$ cat config.mk
export PLATFORM = sky130hd
export DESIGN_NAME = store_queue_fwd
export DESIGN_NICKNAME = d
export VERILOG_FILES = /design/src/rtl/sq_pkg.sv /design/src/rtl/sq_ctrl.sv /design/src/rtl/sq_storage.sv /design/src/rtl/sq_match.sv /design/src/rtl/store_queue_fwd.sv
export SDC_FILE = /design/constraint.sdc
export NUM_CORES = 1
export LEC_CHECK = 0
export ABC_AREA = 1
export BUFFER_PORTS_ARGS = -buffer_cell sky130_fd_sc_hd__buf_2
export CAP_MARGIN = 10
export CORE_UTILIZATION = 34
export DETAILED_ROUTE_END_ITERATION = 16
export SETUP_SLACK_MARGIN = 0.4
export SYNTH_ARGS = -nofsm -noshare
export SYNTH_HDL_FRONTEND = slang
export SYNTH_SLANG_ARGS = --single-unit
$ cat constraint.sdc
create_clock -name clk -period 3.4 [get_ports clk]
set_clock_uncertainty 0.1 [all_clocks]
set_input_delay 0.68 -clock clk [delete_from_list [all_inputs] [get_ports clk]]
set_output_delay 0.68 -clock clk [all_outputs]
set_load 0.02 [all_outputs]
$ cat src/rtl/sq_pkg.sv
package sq_pkg;
  // Origin of the value returned to a load.
  typedef enum logic [1:0] {
    SRC_MEM    = 2'd0,
    SRC_QUEUE  = 2'd1,
    SRC_BYPASS = 2'd2
  } ld_src_e;
endpackage

$ cat src/rtl/sq_ctrl.sv
module sq_ctrl #(
  parameter int DEPTH = 4,
  localparam int PW = $clog2(DEPTH),
  localparam int CW = PW + 1
) (
  input  logic          clk,
  input  logic          rst_n,
  input  logic          push,
  input  logic          pop,
  output logic [PW-1:0] head,
  output logic [PW-1:0] tail,
  output logic [CW-1:0] count,
  output logic          full,
  output logic          empty
);
  always_ff @(posedge clk) begin
    if (!rst_n) begin
      head  <= '0;
      tail  <= '0;
      count <= '0;
    end else begin
      if (push) tail <= tail + PW'(1);
      if (pop)  head <= head + PW'(1);
      count <= count + CW'(push) - CW'(pop);
    end
  end

  assign full  = (count == CW'(DEPTH));
  assign empty = (count == '0);

  assert_no_overflow_R2: assert property (@(posedge clk) disable iff (!rst_n)
    count <= CW'(DEPTH));
  assert_no_push_when_full_R2: assert property (@(posedge clk) disable iff (!rst_n)
    full |-> !push);
  assert_push_grows_R1: assert property (@(posedge clk) disable iff (!rst_n)
    (push && !pop) |=> (count == $past(count) + CW'(1)));
  assert_pop_shrinks_R9: assert property (@(posedge clk) disable iff (!rst_n)
    (pop && !push) |=> (count == $past(count) - CW'(1)));
endmodule

$ cat src/rtl/sq_storage.sv
module sq_storage #(
  parameter int DEPTH  = 4,
  parameter int ADDR_W = 8,
  parameter int DATA_W = 16,
  localparam int PW = $clog2(DEPTH)
) (
  input  logic                          clk,
  input  logic                          rst_n,
  input  logic                          wr_en,
  input  logic [PW-1:0]                 wr_idx,
  input  logic [ADDR_W-1:0]             wr_addr,
  input  logic [DATA_W-1:0]             wr_data,
  output logic [DEPTH-1:0][ADDR_W-1:0]  ent_addr,
  output logic [DEPTH-1:0][DATA_W-1:0]  ent_data
);
  for (genvar i = 0; i < DEPTH; i++) begin : g_slot
    always_ff @(posedge clk) begin
      if (!rst_n) begin
        ent_addr[i] <= '0;
        ent_data[i] <= '0;
      end else if (wr_en && (wr_idx == PW'(i))) begin
        ent_addr[i] <= wr_addr;
        ent_data[i] <= wr_data;
      end
    end
  end
endmodule

$ cat src/rtl/sq_match.sv
module sq_match #(
  parameter int DEPTH  = 4,
  parameter int ADDR_W = 8,
  parameter int DATA_W = 16,
  localparam int PW = $clog2(DEPTH),
  localparam int CW = PW + 1
) (
  input  logic                          clk,
  input  logic                          rst_n,
  input  logic [DEPTH-1:0][ADDR_W-1:0]  ent_addr,
  input  logic [DEPTH-1:0][DATA_W-1:0]  ent_data,
  input  logic [PW-1:0]                 head,
  input  logic [CW-1:0]                 count,
  input  logic                          ld_valid,
  input  logic [ADDR_W-1:0]             ld_addr,
  input  logic                          byp_valid,
  input  logic [ADDR_W-1:0]             byp_addr,
  input  logic [DATA_W-1:0]             byp_data,
  output logic [DATA_W-1:0]             fwd_data,
  output sq_pkg::ld_src_e               src
);
  logic [DEPTH-1:0]          age_hit;
  logic [DEPTH-1:0][PW-1:0]  age_idx;
  logic [DEPTH-1:0]          young_sel;
  logic [DATA_W-1:0]         q_data;

  // Age slot k is the k-th oldest live entry.
  for (genvar k = 0; k < DEPTH; k++) begin : g_age
    assign age_idx[k] = head + PW'(k);
    assign age_hit[k] = (CW'(k) < count) && (ent_addr[age_idx[k]] == ld_addr);
  end

  // Keep only the youngest matching slot.
  always_comb begin
    logic found;
    found     = 1'b0;
    young_sel = '0;
    for (int k = DEPTH - 1; k >= 0; k--) begin
      if (age_hit[k] && !found) begin
        young_sel[k] = 1'b1;
        found        = 1'b1;
      end
    end
  end

  always_comb begin
    q_data = '0;
    for (int k = 0; k < DEPTH; k++) begin
      if (young_sel[k]) q_data = ent_data[age_idx[k]];
    end
  end

  always_comb begin
    src      = sq_pkg::SRC_MEM;
    fwd_data = q_data;
    if (ld_valid && byp_valid && (byp_addr == ld_addr)) begin
      src      = sq_pkg::SRC_BYPASS;
      fwd_data = byp_data;
    end else if (ld_valid && (|young_sel)) begin
      src = sq_pkg::SRC_QUEUE;
    end
  end

  assert_single_youngest_R4: assert property (@(posedge clk) disable iff (!rst_n)
    $onehot0(young_sel));
  assert_sel_is_match_R3: assert property (@(posedge clk) disable iff (!rst_n)
    (|young_sel) |-> (|age_hit));
endmodule

$ cat src/rtl/store_queue_fwd.sv
module store_queue_fwd #(
  parameter int DEPTH  = 4,
  parameter int ADDR_W = 8,
  parameter int DATA_W = 16,
  localparam int PW = $clog2(DEPTH),
  localparam int CW = PW + 1
) (
  input  logic              clk,
  input  logic              rst_n,
  input  logic              st_valid,
  output logic              st_ready,
  input  logic [ADDR_W-1:0] st_addr,
  input  logic [DATA_W-1:0] st_data,
  input  logic              ld_valid,
  input  logic [ADDR_W-1:0] ld_addr,
  output logic [DATA_W-1:0] ld_data,
  output logic              ld_hit,
  output logic [ADDR_W-1:0] mem_rd_addr,
  input  logic [DATA_W-1:0] mem_rd_data,
  output logic              drain_req,
  output logic [ADDR_W-1:0] drain_addr,
  input  logic              drain_gnt,
  output logic              mem_wr_en,
  output logic [ADDR_W-1:0] mem_wr_addr,
  output logic [DATA_W-1:0] mem_wr_data,
  output logic              sq_full,
  output logic              sq_empty
);
  logic                         push, pop;
  logic [PW-1:0]                head, tail;
  logic [CW-1:0]                count;
  logic [DEPTH-1:0][ADDR_W-1:0] ent_addr;
  logic [DEPTH-1:0][DATA_W-1:0] ent_data;
  logic [DATA_W-1:0]            fwd_data;
  sq_pkg::ld_src_e              src;

  assign st_ready = !sq_full;
  assign push     = st_valid && st_ready;
  assign drain_req = !sq_empty;
  assign pop      = drain_req && drain_gnt;

  sq_ctrl #(.DEPTH(DEPTH)) u_ctrl (
    .clk(clk), .rst_n(rst_n), .push(push), .pop(pop),
    .head(head), .tail(tail), .count(count),
    .full(sq_full), .empty(sq_empty)
  );

  sq_storage #(.DEPTH(DEPTH), .ADDR_W(ADDR_W), .DATA_W(DATA_W)) u_store (
    .clk(clk), .rst_n(rst_n), .wr_en(push), .wr_idx(tail),
    .wr_addr(st_addr), .wr_data(st_data),
    .ent_addr(ent_addr), .ent_data(ent_data)
  );

  sq_match #(.DEPTH(DEPTH), .ADDR_W(ADDR_W), .DATA_W(DATA_W)) u_match (
    .clk(clk), .rst_n(rst_n),
    .ent_addr(ent_addr), .ent_data(ent_data), .head(head), .count(count),
    .ld_valid(ld_valid), .ld_addr(ld_addr),
    .byp_valid(push), .byp_addr(st_addr), .byp_data(st_data),
    .fwd_data(fwd_data), .src(src)
  );

  assign mem_rd_addr = ld_addr;
  assign ld_hit      = (src != sq_pkg::SRC_MEM);
  assign ld_data     = ld_hit ? fwd_data : mem_rd_data;

  assign drain_addr  = ent_addr[head];
  assign mem_wr_en   = pop;
  assign mem_wr_addr = ent_addr[head];
  assign mem_wr_data = ent_data[head];

  assert_wr_needs_gnt_R8: assert property (@(posedge clk) disable iff (!rst_n)
    mem_wr_en |-> drain_gnt);
  assert_head_held_R9: assert property (@(posedge clk) disable iff (!rst_n)
    (drain_req && !drain_gnt) |=> (drain_req && (drain_addr == $past(drain_addr))));
  assert_no_write_when_empty_R7: assert property (@(posedge clk) disable iff (!rst_n)
    sq_empty |-> !mem_wr_en);
  assert_empty_not_full_R11: assert property (@(posedge clk) disable iff (!rst_n)
    !(sq_empty && sq_full));
endmodule

==> results of run 1 <==
-- tightest hold or removal path, cell delays in order (launching register included) --
cell,delay (ns)
dfxtp_1,0.32
inv_1,0.06
a21oi_1,0.05
-- final cells by class --
class                           count  area [sq um]  area share (%)
Multi-Input combinational cell    995          4853           50.93
Sequential cell                   103          2069           21.72
Timing Repair Buffer              183          1464           15.36
Inverter                          125         481.7           5.055
Tap cell                          280         350.3           3.676
Clock buffer                       10         239.0           2.508
Clock inverter                      6         68.82          0.7222
Antenna cell                        1         2.502         0.02626
-- metrics by stage --
| stage | total power, uW | utilization, % | setup WS, ns | TNS, ns | hold WS (ns) |
|---|---|---|---|---|---|
| after global routing | 6074 | 43.12 | -0.2686 | -3.904 | 0.3871 |
| after CTS | 5425 | 41.18 | -0.1176 | -1.152 | 0.3672 |
| after global placement | 4230 | 39.05 | 0.1298 | 0 | 0.3508 |
| after floorplan | 3430 | - | 0.3681 | 0 | 0.3389 |
| after detailed placement | 4249 | 39.05 | 0.1384 | 0 | 0.3556 |
| final | 5679 | 43.13 | -0.1368 | -1.527 | 0.3663 |
-- state kept, by name, summed over array words and instances (netlist names) --
| name | cells |
|---|---|
| u_ctrl.tail | 2 |
| u_ctrl.count | 3 |
| u_store.ent_addr | 32 |
| u_ctrl.head | 2 |
| u_store.ent_data | 64 |
-- routing by layer --
layer  vias to the layer above  GRT usage, %  share of wire [%]
met5                         -             0                  0
met4                         0         7.119                2.1
met3                        42         2.382                4.7
met2                       233         37.48                 46
met1                      3928         29.82                 47
li1                       4473             -                  -
-- kinds of logic after synthesis --
logic type,after synthesis
buffers and inverters,227
AOI/OAI and AO/OA,338
DFF,103
and+or+nand+nor,640
xor gates and xnor gates,8
adders and majority gates,9
-- cell usage in the layout (no fill, tap or decap), drive strengths merged --
cell,n
nor2,27
nand3,151
a21oi,120
buf,176
or2,14
ha,8
nand3b,1
diode,1
o21ai,212
nand4,4
and2,1
o31ai,1
xnor2,2
nor4,1
o211ai,5
nand2,435
dfxtp,103
bufinv,1
clkinvlp,1
fa,1
clkinv,4
xor2,6
inv,125
clkbuf,17
nor3,6
-- power groups by stage --
stage	Clock, uW	Combinational (uW)	Sequential [uW]
floorplan	0	1980	1450
global placement	0	2760	1470
detailed placement	0	2780	1470
CTS	1130	2850	1450
global route	1180	3420	1480
finish	1120	3100	1460
-- how the worst max path moves through the flow --
stage / endpoint / slack [ns]
global placement: ld_data[14] / 0.13
CTS: ld_data[12] / -0.12
floorplan: ld_data[10] / 0.37
global route: ld_data[12] / -0.27
finish: ld_data[12] / -0.14
detailed placement: ld_data[14] / 0.14
-- repair_timing --
item / 4_1_cts / 5_1_grt
gates cloned: 0 / 8
pin swaps: 4 / 9
gates resized for setup: 34 / 59
hold endpoints to repair: 0 / 0
buffers inserted: 5 / 5
endpoints found under the setup margin: 17 / 20
==> out/qor.csv, run 1 <==
metric,value,unit
number of remaining DRC errors,0,
Pwr Density,596.0,mW/mm^2
Crit Path Category,reg2out,
clock sink count,103,
Final setup viols,17,
"non-filler cells, final",1703,
Switch Pwr,2680,uW
synthesized area per cell,5.841,sq um
sw frac,47.19,%
Critical Path Max Stage Delay,0.40,ns
Bufs on Longest Clock Path,2,
"Endpoint, Worst Hold",u_store.ent_data[35],
Die Area,0.02337,sq mm
setup repair after global routing missed its margin,yes,
slew of the pin with the lowest slew margin,0.5636,ns
initial antenna violation count,1,
I/O Buffers,114,
HP Class,reg2reg,
share of synthesized registers carrying an async set or reset,0,%
final instance area,0.009529,sq mm
placed inst area,0.008628,sq mm
GPL Wtd Cong,0.8732,
Tmin final,3.537,ns
row count,54,
Final HPWL DP,17640,um
Worst Setup SP,u_ctrl.head[0],
Syn Nets,1387,
simple-gate portion of the synthesized area,35.27,%
Area contributors post-synth,"dfxtp_1 (27%), nand2_1 (21%), o21ai_0 (13%)",
failing checks,negative setup slack,
CTS tree,done,
Worst Hold Depth,2,
largest family of logic cells by synthesized area,simple AND/OR/NAND/NOR gates,
DRT Pass-1 Iters,5,
worst skew pair latency,0.35,ns
yosys synthesis warning count,0,
Final period util,104.0,%
area of the mapped netlist,0.007740,sq mm
Int Power,2999,uW
Ports,115,
worst vdd ir,315.1,uV
Detail Route Antenna Nets,0,
share of the synthesized area in the top cell type,26.64,%
Logic pwr share,54.6,%
complex-gate fraction of the synthesized area,22.53,%
register area share after synthesis,26.64,%
"area leader, netlist",dfxtp_1,
dpl cells,1668,
final worst slack,-0.1368,ns
Yosys reg bits,103,
reg2reg end,u_ctrl.count[2],
Critical Path Sink Type,output pin,
top_reg_cell synth,dfxtp_1,
critical-path cell list,"buf_4, nand2_2, nand2_4, buf_4, clkbuf_16, o211ai_1, nand2_1, nor2_2, nand3_2, nor3_4, buf_12, nand2_1, nand3_2, nand3_1, nand2_1, buf_4",
FILL cells,2300,
first-pass GRT wire length,41860,um
FF-to-FF Start,u_ctrl.count[1],
Die Y-Extent,152.9,um
MaxCap Viol Count,0,
Iter 0 DRT Violations,731,
Fmax,0.2827,GHz
Initial Utilization,35.03,%
fin nets,1479,
Top Family by Delay on Critical Path,simple AND/OR/NAND/NOR gates,
CTS buffer count,9,
Hold Startpoint,u_store.ent_data[35],
CP Buf/Inv Count,5,
Die Wd,152.9,um
final wirelength,26660,um
"Reg clk slew, reported paths",0.08,ns
Root Buffer,clkbuf_16,
Avg WL per Cell,15.65,um
vias in the first global route,7825,
Pleak,0.004160,uW
CP Depth,16,
Commonest cells post-synth,"nand2_1 (432), o21ai_0 (200), nand3_1 (148), inv_1 (117), a21oi_1 (111)",
Worst EP required,2.62,ns
Syn Inst Count,1325,
htree depth,3,
fin. max-slew vios,0,
DR vias/cell,5.095,
FF-to-FF path depth,12,
GRT overflow,0,
status,finished with violations,
critical path startpoint category,flip-flop,
largest net degree at the start of global routing,57,
top-count cell post-synth,nand2_1,
Clk pwr share,19.7,%
XOR/XNOR share of the synthesized area,0.9053,%
Synth Area in Adders,1.552,%
routed via count,8676,
Total GRT Usage,22.30,%
arrival time worst endpoint,2.76,ns
CP Max Fanout,14,
share of cells above drive strength 1,19.83,%
final hold viol count,0,
hold buffers post-CTS,0,
sequential power share,25.6,%
Syn-to-layout area delta,23.12,%
Critical-path top delay cell,dfxtp_4,
Reg2Reg Setup Slack,0.92,ns
Post-synth EDFFs,0,
multiplexer area fraction after synthesis,0,%
Unique masters post-synth,35,
relative slew slack,62.43,%
Core Area,0.02209,sq mm
(Power assumes the default switching activity.)
==> inputs of run 2 (changes only) <==
--- a/config.mk
+++ b/config.mk
@@ -10,6 +10,7 @@
 export CAP_MARGIN = 10
 export CORE_UTILIZATION = 34
 export DETAILED_ROUTE_END_ITERATION = 16
+export PLACE_DENSITY_LB_ADDON = 0.25
 export SETUP_SLACK_MARGIN = 0.4
 export SYNTH_ARGS = -nofsm -noshare
 export SYNTH_HDL_FRONTEND = slang
==> constraint.sdc (replaced) <==
create_clock -name clk -period 4.28 [get_ports clk]
set_clock_uncertainty 0.1 [all_clocks]
set_input_delay 0.856 -clock clk [delete_from_list [all_inputs] [get_ports clk]]
set_output_delay 0.856 -clock clk [all_outputs]
set_load 0.02 [all_outputs]
==> out/qor.csv, run 2 (synthesized netlist as in run 1, its figures left out) <==
metric,value,unit,change
Worst Hold Depth,2,,unchanged
reg2reg end,u_store.ent_data[48],,
row count,54,,unchanged
Final period util,89.95,%,
"commonest non-fill, non-tap cell in the layout",nand2_1,,
Multi-input gate area,0.004918,sq mm,+1.3%
Fmax,0.2597,GHz,
arrival time worst endpoint,2.89,ns,+0.13 ns
GRT overflow,0,,unchanged
clock sink count,103,,unchanged
Die Area,0.02337,sq mm,unchanged
HP Class,reg2reg,,
Post-Route Utilization,42.44,%,-0.69 points
Bufs on Longest Clock Path,2,,unchanged
Critical Path Max Stage Delay,0.40,ns,about the same
"Reg clk slew, reported paths",0.08,ns,about the same
worst skew pair latency,0.37,ns,+0.02 ns
Tmin final,3.850,ns,
FF-to-FF path depth,10,,-2
Setup TNS Final,0,ns,+1.527 ns
status,"complete, no violations",,
I/O Buffers,114,,unchanged
Worst EP required,3.32,ns,+0.70 ns
final wirelength,27610,um,+3.6%
Core Area,0.02209,sq mm,unchanged
fin nets,1466,,-0.88%
Total GRT Usage,22.35,%,+0.051 points
Die Wd,152.9,um,unchanged
DRT Pass-1 Iters,5,,unchanged
largest reg by FF count,u_store.ent_data,,
critical-path cell list,"inv_4, buf_8, nand2_4, nand2_8, buf_12, nand2_2, nand2_1, nand2_1, nand2_2, nor2_2, nand3_2, nor2_8, buf_6, buf_6, nor3_4, buf_6, clkbuf_16, nand2_2, nand4_1, nand2_1, nand2_1, buf_6",,
Hold Startpoint,u_store.ent_data[39],,
critical path startpoint category,flip-flop,,
DR vias/cell,5.201,,+2.1%
number of remaining DRC errors,0,,unchanged
Root Buffer,clkbuf_16,,
Reg2Reg Setup Slack,1.59,ns,+0.67 ns
Pleak,0.004050,uW,-2.6%
routed via count,8789,,+1.3%
Crit Path Category,reg2out,,
CTS tree,done,,
MaxCap Viol Count,0,,unchanged
Detail Route Antenna Nets,0,,unchanged
CTS buffer count,9,,unchanged
htree depth,3,,unchanged
most frequent cells in the layout,"nand2_1 (408), o21ai_0 (196), nand3_1 (140)",,
initial antenna violation count,1,,unchanged
Iter 0 DRT Violations,679,,-7.1%
largest net degree at the start of global routing,89,,+56%
final worst slack,0.4301,ns,+0.5669 ns
Initial Utilization,35.03,%,unchanged
CP Max Fanout,8,,-6
Critical Path Sink Type,output pin,,
final hold viol count,0,,unchanged
FILL cells,2349,,+2.1%
Ports,115,,unchanged
relative slew slack,35.80,%,-27 points
"Endpoint, Worst Hold",u_store.ent_data[39],,
Die Y-Extent,152.9,um,unchanged
setup repair after global routing missed its margin,yes,,
Top Family by Delay on Critical Path,simple AND/OR/NAND/NOR gates,,
FF-to-FF Start,u_ctrl.count[2],,
max reg flops,64,,unchanged
GPL Wtd Cong,0.8649,,-0.95%
share of cells above drive strength 1,20.09,%,+0.25 points
worst vdd ir,240.7,uV,-24%
biggest regs,"u_store.ent_data x64, u_store.ent_addr x32, u_ctrl.count x3",,
hold buffers post-CTS,0,,unchanged
Final setup viols,0,,-17
Avg WL per Cell,16.34,um,+4.4%
Final HPWL DP,17430,um,-1.2%
fin. max-slew vios,0,,unchanged
slew of the pin with the lowest slew margin,0.9629,ns,+0.3993 ns
CP Buf/Inv Count,8,,+3
Critical-path top delay cell,dfxtp_4,,
Pwr Density,484.0,mW/mm^2,-19%
first-pass GRT wire length,41480,um,-0.91%
dpl ws,0.3083,ns,+0.1699 ns
register area,0.002069,sq mm,unchanged
Syn-to-layout area delta,21.14,%,
vias in the first global route,7714,,-1.4%
[run 2: changes by cell type in the layout (fill, tap and decap cells not counted), sizes merged]
cell	delta
buf	-12
inv	+3
clkbuf	-2
clkinv	-2
bufinv	-1
nand2	+1
[run 2: worst min-delay path, cell delays in order, from the launching register on]
cell	delay, ns
dfxtp_1	0.31
inv_1	0.06
a21oi_1	0.05
[run 2: cell type report]
cell class,instances,share of cell area [%]
flip-flops and latches,103,22.07
inverters,125,5.218
repair buffers,169,13.42
clock buffers,10,2.549
diodes,1,0.02669
multi-input cells,996,52.46
well taps,280,3.736
clock inverters,6,0.5204
[run 2: per-stage QoR]
stage	instance area (sq um)	power (uW)	instances	hold WS, ns
floorplan	7740	2713	1325	0.3389
global placement	8337	3257	1644	0.3487
detailed placement	8337	3273	1644	0.3548
CTS	8755	4199	1665	0.3661
global route	9374	4830	1689	0.3861
finish	9376	4539	1690	0.3650
[run 2: power breakdown]
part           leakage [uW]  total [uW]  internal [uW]  switching [uW]
Clock              0.000140         849            420             429
Combinational       0.00307        2530            830            1700
Sequential         0.000840        1160           1080            86.4
[run 2: how the worst max path moves through the flow]
stage | startpoint | to | slack [ns] | cells after the start
2_1_floorplan | u_ctrl.count[2] | ld_data[10] | 0.80 | 11
3_3_place_gp | ld_addr[3] | ld_data[13] | 0.39 | 11
3_5_place_dp | u_ctrl.head[1] | ld_data[13] | 0.31 | 16
4_1_cts | u_ctrl.head[1] | ld_data[6] | 0.41 | 20
5_1_grt | u_ctrl.head[1] | ld_data[12] | 0.29 | 21
6_report | u_ctrl.head[1] | ld_data[6] | 0.43 | 22
[run 2: what timing repair did]
item                                    in CTS  in global routing
pin swaps                                    3                 26
gates cloned                                 1                  7
resized for setup                           15                101
hold endpoints to repair                     0                  0
buffers inserted                             4                 17
endpoints found under the setup margin      17                 16
[run 2: metal layers]
metal	track usage, %	vias up	wire length [um]
met5	0	-	0
met4	7.744	0	544
met3	2.665	35	1208
met2	37.40	235	13040
met1	29.63	4074	12820
li1	-	4445	-
